===== config.mk =====
export PLATFORM = sky130hd
export DESIGN_NAME = vid_sync_timer
export DESIGN_NICKNAME = d
export VERILOG_FILES = /design/src/rtl/vst_pkg.sv /design/src/rtl/vst_ctrl.sv /design/src/rtl/vst_datapath.sv /design/src/rtl/vid_sync_timer.sv
export SDC_FILE = /design/constraint.sdc
export NUM_CORES = 1
export LEC_CHECK = 0
export CORE_AREA = 2 2 89 91
export CTS_CLUSTER_DIAMETER = 120
export DETAILED_ROUTE_END_ITERATION = 6
export DIE_AREA = 0 0 91 93
export PLACE_DENSITY = 0.5
export SLEW_MARGIN = 20
export SYNTH_ARGS = -nofsm -noshare
export SYNTH_HDL_FRONTEND = slang
export SYNTH_SLANG_ARGS = --single-unit

===== constraint.sdc =====
create_clock -name clk -period 1.95 [get_ports clk]
set_input_delay 0.39 -clock clk [delete_from_list [all_inputs] [get_ports clk]]
set_output_delay 0.39 -clock clk [all_outputs]
set_load 0.05 [all_outputs]

===== src/rtl/vst_pkg.sv =====
package vst_pkg;

  typedef enum logic [1:0] {
    REF_VSYNC   = 2'd0,
    REF_ODDEVEN = 2'd1,
    REF_FSEQ    = 2'd2,
    REF_FSEQ_B  = 2'd3
  } refKind_e;

  typedef enum logic [1:0] {
    STD_NTSC  = 2'd0,
    STD_PAL   = 2'd1,
    STD_SECAM = 2'd2,
    STD_OTHER = 2'd3
  } vidStd_e;

  typedef struct packed {
    logic loadV;
    logic loadH;
    logic setOdd;
    logic resetSeq;
    logic resetPal;
    logic resetSc;
  } phaseStrb_t;

  function automatic logic [3:0] seqLenFor(input vidStd_e std);
    case (std)
      STD_PAL:   return 4'd8;
      STD_SECAM: return 4'd12;
      default:   return 4'd4;
    endcase
  endfunction

endpackage


===== src/rtl/vst_ctrl.sv =====
module vst_ctrl
  import vst_pkg::*;
(
  input  logic       clk,
  input  logic       rstN,
  input  logic       slaveMode,
  input  logic       refIn,
  input  logic       refPolarity,
  input  logic [1:0] refType,
  input  logic       hLockEn,
  input  logic       scResetEn,
  output phaseStrb_t strb
);

  logic syncA, syncB, prevB;
  logic riseSeen, fallSeen, activeEdge;
  refKind_e kind;

  always_ff @(posedge clk) begin
    if (!rstN) begin
      syncA <= 1'b0;
      syncB <= 1'b0;
      prevB <= 1'b0;
    end else begin
      syncA <= refIn;
      syncB <= syncA;
      prevB <= syncB;
    end
  end

  assign riseSeen   = syncB & ~prevB;
  assign fallSeen   = ~syncB & prevB;
  assign activeEdge = slaveMode & (refPolarity ? fallSeen : riseSeen);
  assign kind       = refKind_e'(refType);

  always_comb begin
    strb = '0;
    if (activeEdge) begin
      strb.loadV = 1'b1;
      if (kind != REF_VSYNC) begin
        strb.setOdd = 1'b1;
        strb.loadH  = hLockEn;
      end
      if (kind == REF_FSEQ || kind == REF_FSEQ_B) begin
        strb.resetSeq = 1'b1;
        strb.resetPal = 1'b1;
        strb.resetSc  = scResetEn;
      end
    end
  end

  AST_SINGLE_EDGE: assert property (@(posedge clk) disable iff (!rstN)
    strb.loadV |=> !strb.loadV);

  AST_HLOCK_GATED: assert property (@(posedge clk) disable iff (!rstN)
    strb.loadH |-> strb.setOdd);

endmodule


===== src/rtl/vst_datapath.sv =====
module vst_datapath
  import vst_pkg::*;
#(
  parameter int H_TOTAL      = 858,
  parameter int V_TOTAL      = 263,
  parameter int VBLANK_LINES = 20,
  localparam int H_W = $clog2(H_TOTAL),
  localparam int V_W = $clog2(V_TOTAL)
) (
  input  logic           clk,
  input  logic           rstN,
  input  phaseStrb_t     strb,
  input  logic [1:0]     stdSel,
  input  logic [H_W-1:0] hStart,
  input  logic [H_W-1:0] hStop,
  input  logic           blankInhibit,
  output logic [H_W-1:0] hCount,
  output logic [V_W-1:0] vCount,
  output logic           oddField,
  output logic [3:0]     fieldSeq,
  output logic           palPhase,
  output logic           scPhaseReset,
  output logic           hPulseOut
);

  localparam logic [H_W-1:0] H_LAST   = H_W'(H_TOTAL - 1);
  localparam logic [V_W-1:0] V_LAST   = V_W'(V_TOTAL - 1);
  localparam logic [V_W-1:0] V_BLANKS = V_W'(VBLANK_LINES);

  logic       hWrap, vWrap, fieldEnd, inWindow, inBlank;
  logic [3:0] seqLen;

  assign hWrap    = (hCount == H_LAST);
  assign vWrap    = (vCount == V_LAST);
  assign fieldEnd = hWrap & vWrap & ~strb.loadV;
  assign seqLen   = seqLenFor(vidStd_e'(stdSel));

  always_ff @(posedge clk) begin
    if (!rstN) begin
      hCount       <= '0;
      vCount       <= '0;
      oddField     <= 1'b1;
      fieldSeq     <= '0;
      palPhase     <= 1'b0;
      scPhaseReset <= 1'b0;
    end else begin
      if (strb.loadH || hWrap) hCount <= '0;
      else                     hCount <= hCount + 1'b1;

      if (strb.loadV)  vCount <= '0;
      else if (hWrap)  vCount <= vWrap ? '0 : vCount + 1'b1;

      if (strb.setOdd)   oddField <= 1'b1;
      else if (fieldEnd) oddField <= ~oddField;

      if (strb.resetSeq) fieldSeq <= '0;
      else if (fieldEnd) fieldSeq <= (fieldSeq >= seqLen - 4'd1) ? 4'd0 : fieldSeq + 4'd1;

      if (strb.resetPal) palPhase <= 1'b0;
      else if (hWrap)    palPhase <= ~palPhase;

      scPhaseReset <= strb.resetSc;
    end
  end

  assign inWindow  = (hCount >= hStart) && (hCount < hStop);
  assign inBlank   = (vCount < V_BLANKS);
  assign hPulseOut = inWindow && !(blankInhibit && inBlank);

  AST_H_RANGE: assert property (@(posedge clk) disable iff (!rstN)
    hCount <= H_LAST);

  AST_V_STEP: assert property (@(posedge clk) disable iff (!rstN)
    (hWrap && !vWrap && !strb.loadV) |=> (vCount == $past(vCount) + 1'b1));

  AST_SEQ_RANGE: assert property (@(posedge clk) disable iff (!rstN)
    fieldSeq < 4'd12);

  AST_LOAD_V: assert property (@(posedge clk) disable iff (!rstN)
    strb.loadV |=> (vCount == '0));

  AST_SC_ONE_CYCLE: assert property (@(posedge clk) disable iff (!rstN)
    scPhaseReset |=> !scPhaseReset);

  AST_BLANK_QUIET: assert property (@(posedge clk) disable iff (!rstN)
    (blankInhibit && vCount < V_BLANKS) |-> !hPulseOut);

endmodule


===== src/rtl/vid_sync_timer.sv =====
module vid_sync_timer
  import vst_pkg::*;
#(
  parameter int H_TOTAL      = 858,
  parameter int V_TOTAL      = 263,
  parameter int VBLANK_LINES = 20,
  localparam int H_W = $clog2(H_TOTAL),
  localparam int V_W = $clog2(V_TOTAL)
) (
  input  logic           clk,
  input  logic           rstN,
  input  logic           slaveMode,
  input  logic           refIn,
  input  logic           refPolarity,
  input  logic [1:0]     refType,
  input  logic [1:0]     stdSel,
  input  logic           hLockEn,
  input  logic           scResetEn,
  input  logic [H_W-1:0] hStart,
  input  logic [H_W-1:0] hStop,
  input  logic           blankInhibit,
  output logic           hPulseOut,
  output logic [H_W-1:0] hCount,
  output logic [V_W-1:0] vCount,
  output logic           oddField,
  output logic [3:0]     fieldSeq,
  output logic           palPhase,
  output logic           scPhaseReset
);

  phaseStrb_t strb;

  vst_ctrl u_ctrl (
    .clk        (clk),
    .rstN       (rstN),
    .slaveMode  (slaveMode),
    .refIn      (refIn),
    .refPolarity(refPolarity),
    .refType    (refType),
    .hLockEn    (hLockEn),
    .scResetEn  (scResetEn),
    .strb       (strb)
  );

  vst_datapath #(
    .H_TOTAL     (H_TOTAL),
    .V_TOTAL     (V_TOTAL),
    .VBLANK_LINES(VBLANK_LINES)
  ) u_dp (
    .clk         (clk),
    .rstN        (rstN),
    .strb        (strb),
    .stdSel      (stdSel),
    .hStart      (hStart),
    .hStop       (hStop),
    .blankInhibit(blankInhibit),
    .hCount      (hCount),
    .vCount      (vCount),
    .oddField    (oddField),
    .fieldSeq    (fieldSeq),
    .palPhase    (palPhase),
    .scPhaseReset(scPhaseReset),
    .hPulseOut   (hPulseOut)
  );

  AST_MASTER_FREE: assert property (@(posedge clk) disable iff (!rstN)
    (!slaveMode && $past(!slaveMode) && $past(rstN)) |->
      (hCount == (($past(hCount) == H_W'(H_TOTAL - 1)) ? '0 : $past(hCount) + 1'b1)));

endmodule


==> results of run 1 <==
report_power, final:
part	switching (mW)	total (mW)	internal, mW
Combinational	0.109	0.241	0.133
Sequential	0.00957	0.604	0.595
Clock	0.221	0.637	0.416
layout by cell type, fill, tap and decap left out, types with 3 or more instances in the layout:
cell type / n
a21o_1: 6
a21oi_1: 6
and2_1: 3
and3_1: 7
buf_4: 36
buf_6: 3
clkbuf_8: 6
clkdlybuf4s50_1: 30
dfxtp_1: 12
dfxtp_2: 10
dfxtp_4: 7
dlygate4sd2_1: 12
ha_1: 16
ha_4: 9
inv_1: 16
inv_2: 5
nand2_1: 13
nand3_1: 7
nand4_1: 7
nor2_1: 25
or4_1: 3
xnor2_1: 8
xor2_1: 10
through the flow:
step           power [mW]  instances  hold WS [ns]  setup slack [ns]
2_1_floorplan       0.713        214         0.412           -0.0710
3_3_place_gp        0.832        397         0.414            -0.605
3_5_place_dp        0.833        397         0.423            -0.609
4_1_cts              1.50        405         0.440            -0.358
5_1_grt              1.56        406         0.488            -0.380
6_report             1.48        406         0.435            -0.320
layer usage:
| metal | share of wire, % | GRT usage (%) |
|---|---|---|
| met5 | 0 | 0 |
| met4 | 0 | 1.89 |
| met1 | 49 | 15.0 |
| met2 | 46 | 18.1 |
| met3 | 5.3 | 3.55 |
cells by family (layout without fill, tap and decap cells):
logic type | after synthesis | count (layout) | synth area share [%]
adders and majority gates | 26 | 26 | 17.8
and+or+nand+nor | 84 | 84 | 24.8
AOI/OAI and AO/OA | 32 | 32 | 11.9
xor gates and xnor gates | 18 | 18 | 8.61
DFF | 29 | 29 | 31.7
buffers and inverters | 25 | 115 | 5.19
worst max-delay path, delay by kind of cell:
family	cells	cell delay, ns
buf+inv	3	0.67
compound gates	4	0.62
fa+ha+maj	1	0.20
worst paths after layout:
path | cells past startpoint | startpoint | to | slack [ns]
setup / recovery | 8 | hStop[3] | hPulseOut | -0.32
hold / removal | 1 | u_ctrl.syncA | u_ctrl.syncB | 0.44
setup reg to reg | 6 | u_dp.vCount[3] | u_dp.fieldSeq[0] | 0.10
hold reg to reg | 1 | u_ctrl.syncA | u_ctrl.syncB | 0.44
synth_stat cells (all sizes together), types with 2 or more instances:
cell,instances
dfxtp,29
ha,26
nor2,26
inv,23
nand2,13
xor2,10
a21oi,8
nand3,8
xnor2,8
and3,7
nand4,7
a21o,6
o21ai,5
a211oi,4
nand2b,4
and2,3
nor3,3
or4,3
and4,2
nor2b,2
o2111ai,2
what timing repair did:
item / 4_1_cts / 5_1_grt
hold buffers: 0 / 0
setup buffers: 0 / 1
endpoints found under the hold margin: 0 / 0
resized for setup: 35 / 11
pin swaps: 28 / 16
setup endpoints to repair: 4 / 3
layout make-up:
cell class,count,area share [%]
Timing Repair Buffer,84,24.8
Inverter,23,2.97
Multi-Input combinational cell,160,44.2
Clock inverter,1,0.976
Clock buffer,7,2.81
Sequential cell,29,20.1
Tap cell,102,4.15
==> Flow_metrics.wiki, run 1 <==
{| class="wikitable"
! Metric !! Value
|-
| Worst setup EP type || output port
|-
| Crit-path slowest cell || clkdlybuf4s50_1
|-
| Max-Slew Margin vs Limit || 66.6%
|-
| Failing checks || setup timing
|-
| Number of fillers in the final layout || 786
|-
| Mean Syn Cell Area || 8.55 um^2
|-
| Largest registers || u_dp.hCount x10, u_dp.vCount x9, u_dp.fieldSeq x4
|-
| Final HPWL DP || 3600 um
|-
| Share of the clock period used by the worst path || 116%
|-
| RSZ-0062 raised after global routing || true
|-
| Cells after Synth || 214
|-
| Area of the multi-input gates || 0.00136 mm^2
|-
| Count of H-tree levels built during CTS || 2
|-
| Floorplan die height || 93 um
|-
| Final hold violations || 0
|-
| DR iter-0 viols || 26
|-
| CTS tree || yes
|-
| Total grt overflow || 0
|-
| Startpoint type of the worst setup path || input pin
|-
| Post-route cell area || 0.00308 mm^2
|-
| Maximum fanout encountered on the critical timing path || 1
|-
| Combined area of all synthesized cells || 0.00183 mm^2
|-
| Register bit total from synthesis || 29
|-
| Initial Utilization || 24.3%
|-
| Stage delay of the slowest cell on the critical path || 0.45 ns
|-
| Share of flip-flops with an asynchronous set or reset after synthesis || 0%
|-
| Number of enable flip-flop cells after synthesis || 0
|-
| Slew at the pin closest to its max-slew limit || 0.499 ns
|-
| Final count of pins violating max slew || 0
|-
| Prevailing post-synth register cell || dfxtp_1
|-
| Final setup skew || 0.00940 ns
|-
| Max FFs per register || 10
|-
| Register with the most flip-flops || u_dp.hCount
|-
| Io pins || 59
|-
| Post-route setup TNS || -0.320 ns
|-
| Post-synth top area cell || dfxtp_1
|-
| Maximum number of pins on one net before global-route repair || 14
|-
| Vias in the first global route || 1743
|-
| Nets in the synthesized netlist || 272
|-
| Total Routing Usage GR || 11.3%
|-
| Data arrival time of the worst path || 1.88 ns
|-
| Clock edge transition at the registers on the reported setup and hold paths || 0.06 ns
|-
| Synthesis Warnings || 0
|-
| Critical-path cell list || clkdlybuf4s50_1 -> inv_1 -> ha_1 -> a21o_1 -> a21oi_2 -> o21ai_2 -> a211oi_4 -> buf_6
|-
| Core Box Area || 0.00753 mm^2
|-
| Global-route wire length before repair || 7890 um
|-
| Floorplan die area || 0.00846 mm^2
|-
| Number of clock buffers inserted by TritonCTS || 5
|-
| Library cell used as clock root buffer || clkbuf_8
|-
| Detailed-route via count || 1749
|-
| P per Cell Area || 482 mW/mm^2
|-
| Net count reported at finish || 361
|-
| Number of buffers between clock root and the deepest sink || 2
|-
| Setup-failing EPs final || 1
|-
| Number of antenna violations at the first check in global routing || 0
|-
| Maximum Capacitance Violations || 0
|-
| Overall routed net length || 4730 um
|-
| Required time worst endpoint || 1.56 ns
|-
| Top cells by area in the synthesized netlist || dfxtp_1, ha_1, nor2_1
|-
| Area Growth Syn to Fin || 68.0%
|-
| Share of the yosys chip area belonging to registers || 31.7%
|-
| Ant. Diodes || 0
|-
| IO buf count || 58
|-
| Shortest clock period the worst path allows after layout || 2.27 ns
|-
| Yosys cell types || 39
|-
| Average wire length per cell after detail routing || 11.6 um
|-
| Type of the tightest min-delay check || reg2reg
|-
| Placed cell areas || 0.00280 mm^2
|-
| Count of antenna-violating nets left after detailed routing || 0
|-
| Share of post-route cells with drive strength above 1 || 33.6%
|-
| PnR worst setup slack || -0.320 ns
|-
| Total clock sinks || 29
|-
| Critical setup path kind || in2out
|-
| Worst vdd ir || 179 uV
|-
| Max Clk Rate || 441 MHz
|-
| Share of the synthesized area in the top cell type || 31.7%
|-
| Status || finished with violations
|-
| Count of TritonRoute iterations in the first routing pass || 4
|-
| Row cnt || 32
|-
| Clk Latency, worst-skew pair || 0.27 ns
|-
| Number of remaining DRC errors || 0
|-
| Final Core Density || 40.9%
|-
| Seq. cell area || 619 um^2
|-
| Static power due to leakage || 1.37 nW
|-
| Last weighted congestion value of the routability-driven placer || 0.706
|-
| Avg Vias per Cell || 4.31
|-
| DIE WIDTH || 91 um
|}
No activity file was read; power rests on OpenSTA's default activity.
==> inputs of run 2 (changes only) <==
--- a/config.mk
+++ b/config.mk
@@ -9,6 +9,7 @@
 export CTS_CLUSTER_DIAMETER = 120
 export DETAILED_ROUTE_END_ITERATION = 6
 export DIE_AREA = 0 0 91 93
+export HOLD_SLACK_MARGIN = 0.08
 export PLACE_DENSITY = 0.5
 export SLEW_MARGIN = 20
 export SYNTH_ARGS = -nofsm -noshare
==> results of run 2 <==
Same layout as run 1: the final DEF is identical, and so are final timing and power.
==> inputs of run 3 (changes only) <==
--- a/config.mk
+++ b/config.mk
@@ -11,6 +11,7 @@
 export DIE_AREA = 0 0 91 93
 export HOLD_SLACK_MARGIN = 0.08
 export PLACE_DENSITY = 0.5
+export SKIP_CTS_REPAIR_TIMING = 1
 export SLEW_MARGIN = 20
 export SYNTH_ARGS = -nofsm -noshare
 export SYNTH_HDL_FRONTEND = slang
==> run 3 against run 2 <==
Compared with the run above: critical endpoint unchanged; combinational power is 8% higher; register-to-register slack hardly changed; die area stayed put; sequential power hardly changed; sequential cell count stayed put; non-clock buffer count is 2 higher; largest power group unchanged; clock-buffer cell count stayed put; the flow still finishes with violations (setup timing); cell count is 0.49% higher; power is 1.6% higher; first-iteration DRC count is 31% lower.
==> Flow_metrics.wiki, run 3 (same netlist as run 1, synthesis figures left out) <==
{| class="wikitable"
! Metric !! Value
|-
| CTS tree || yes
|-
| Ant. Diodes || 0 (unchanged)
|-
| Status || finished with violations
|-
| Maximum Capacitance Violations || 0 (unchanged)
|-
| PnR worst setup slack || -0.354 ns (-0.0338 ns)
|-
| Number of remaining DRC errors || 0 (unchanged)
|-
| Maximum number of pins on one net before global-route repair || 14 (unchanged)
|-
| Overall routed net length || 4880 um (+3.2%)
|-
| Total grt overflow || 0 (unchanged)
|-
| Io pins || 59 (unchanged)
|-
| Leading cell type in the layout, fill and taps excluded || buf_4
|-
| Setup-failing EPs final || 1 (unchanged)
|-
| Floorplan die area || 0.00846 mm^2 (unchanged)
|-
| Number of antenna violations at the first check in global routing || 0 (unchanged)
|-
| Number of buffers between clock root and the deepest sink || 2 (unchanged)
|-
| Shortest clock period the worst path allows after layout || 2.30 ns (+0.0338 ns)
|-
| Register with the most flip-flops || u_dp.hCount
|-
| Total clock sinks || 29 (unchanged)
|-
| Final HPWL DP || 3600 um (unchanged)
|-
| Row cnt || 32 (unchanged)
|-
| Worst vdd ir || 179 uV (-0.19%)
|-
| Final setup skew || 0.00936 ns (-0.0000359 ns)
|-
| Static power due to leakage || 1.45 nW (+6.2%)
|-
| Area Growth Syn to Fin || 73.1%
|-
| Vias in the first global route || 1718 (-1.4%)
|-
| Count of H-tree levels built during CTS || 2 (unchanged)
|-
| Stage delay of the slowest cell on the critical path || 0.46 ns (about the same)
|-
| Number of clock buffers inserted by TritonCTS || 5 (unchanged)
|-
| Global-route wire length before repair || 7720 um (-2.1%)
|-
| Count of antenna-violating nets left after detailed routing || 0 (unchanged)
|-
| Largest registers || u_dp.hCount x10, u_dp.vCount x9, u_dp.fieldSeq x4
|-
| Average wire length per cell after detail routing || 12.0 um (+2.7%)
|-
| Final hold violations || 0 (unchanged)
|-
| Required time worst endpoint || 1.56 ns (about the same)
|-
| Net count reported at finish || 363 (+0.55%)
|-
| Maximum fanout encountered on the critical timing path || 2 (+1)
|-
| RSZ-0062 raised after global routing || true
|-
| Count of TritonRoute iterations in the first routing pass || 4 (unchanged)
|-
| Type of the tightest min-delay check || reg2reg
|-
| Hold slack || 0.435 ns (-0.0000300 ns)
|-
| Max FFs per register || 10 (unchanged)
|-
| Library cell used as clock root buffer || clkbuf_8
|-
| DR iter-0 viols || 18 (-31%)
|-
| Max Clk Rate || 434 MHz (-1.5%)
|-
| Floorplan die height || 93 um (unchanged)
|-
| Leading cell types in the layout, fill and taps excluded || buf_4, clkdlybuf4s50_1, nor2_1, ha_1
|-
| Detailed-route via count || 1780 (+1.8%)
|-
| Max-Slew Margin vs Limit || 66.6% (about the same)
|-
| Clock edge transition at the registers on the reported setup and hold paths || 0.06 ns (about the same)
|-
| Crit-path slowest cell || clkdlybuf4s50_1
|-
| Placed cell areas || 0.00280 mm^2 (unchanged)
|-
| Post-route setup TNS || -0.354 ns (-0.0338 ns)
|-
| Avg Vias per Cell || 4.36 (+1.3%)
|-
| DIE WIDTH || 91 um (unchanged)
|-
| P per Cell Area || 475 mW/mm^2 (-1.4%)
|-
| Clk Latency, worst-skew pair || 0.27 ns (about the same)
|-
| Worst setup EP type || output port
|-
| Total Routing Usage GR || 10.9% (-0.33 points)
|-
| Critical-path cell list || clkdlybuf4s50_1 -> inv_1 -> ha_1 -> a21oi_2 -> o21ai_2 -> a211oi_4 -> buf_6
|-
| Startpoint type of the worst setup path || input pin
|-
| Critical setup path kind || in2out
|-
| Share of the clock period used by the worst path || 118% (+1.7 points)
|-
| Initial Utilization || 24.3% (unchanged)
|-
| IO buf count || 58 (unchanged)
|-
| Failing checks || setup timing
|-
| Final count of pins violating max slew || 0 (unchanged)
|-
| Data arrival time of the worst path || 1.91 ns (+0.03 ns)
|-
| Share of post-route cells with drive strength above 1 || 35.6% (+2.1 points)
|-
| Slew at the pin closest to its max-slew limit || 0.499 ns (-0.000000656 ns)
|-
| Last weighted congestion value of the routability-driven placer || 0.706 (unchanged)
|-
| Core Box Area || 0.00753 mm^2 (unchanged)
|-
| Post-route cell area || 0.00317 mm^2 (+3.0%)
|}
[run 3: cell count changes in the layout (fill, tap and decap cells not counted), sizes merged]
cell,previous run,this run
dlygate4sd2,12,0
dlymetal6s2s,1,11
buf,41,43
clkdlybuf4s50,30,32
[run 3: stage by stage]
stage | util (%) | power, mW | std cells | setup slack, ns
2_1_floorplan | - | 0.713 | 214 | -0.0710
3_3_place_gp | 37.2 | 0.832 | 397 | -0.605
3_5_place_dp | 37.2 | 0.833 | 397 | -0.609
4_1_cts | 38.8 | 1.49 | 405 | -0.609
5_1_grt | 42.1 | 1.58 | 408 | -0.403
6_report | 42.1 | 1.51 | 408 | -0.354
[run 3: area by class of cell]
type	instances	area [um^2]
well taps	102	128
clock buffers	7	86.3
clock inverters	1	30.0
repair buffers	86	817
flip-flops and latches	29	619
fillers	772	4360
inverters	23	91.3
multi-input cells	160	1400
[run 3: per-layer routing]
| layer | track usage [%] | part of all wire, % |
|---|---|---|
| met1 | 14.5 | 47 |
| met2 | 17.5 | 47 |
| met3 | 3.63 | 5.3 |
| met4 | 1.89 | 0 |
| met5 | 0 | 0 |
[run 3: where the power goes]
group	leakage [nW]	internal, mW	switching, mW
clock	0.0585	0.416	0.224
sequential	0.245	0.595	0.0110
combinational	1.15	0.146	0.114
[run 3: worst paths after layout]
check                 startpoint               end  slack [ns]  cells after the start
setup / recovery        hStop[5]         hPulseOut       -0.35                      7
hold / removal      u_ctrl.syncA      u_ctrl.syncB        0.43                      1
setup reg to reg  u_dp.hCount[1]  u_dp.fieldSeq[3]        0.10                      8
hold reg to reg     u_ctrl.syncA      u_ctrl.syncB        0.43                      1
[run 3: critical path: cells and delay by family]
kind,cells,cell delay [ns]
compound gates,3,0.49
fa+ha+maj,1,0.33
buf+inv,3,0.69
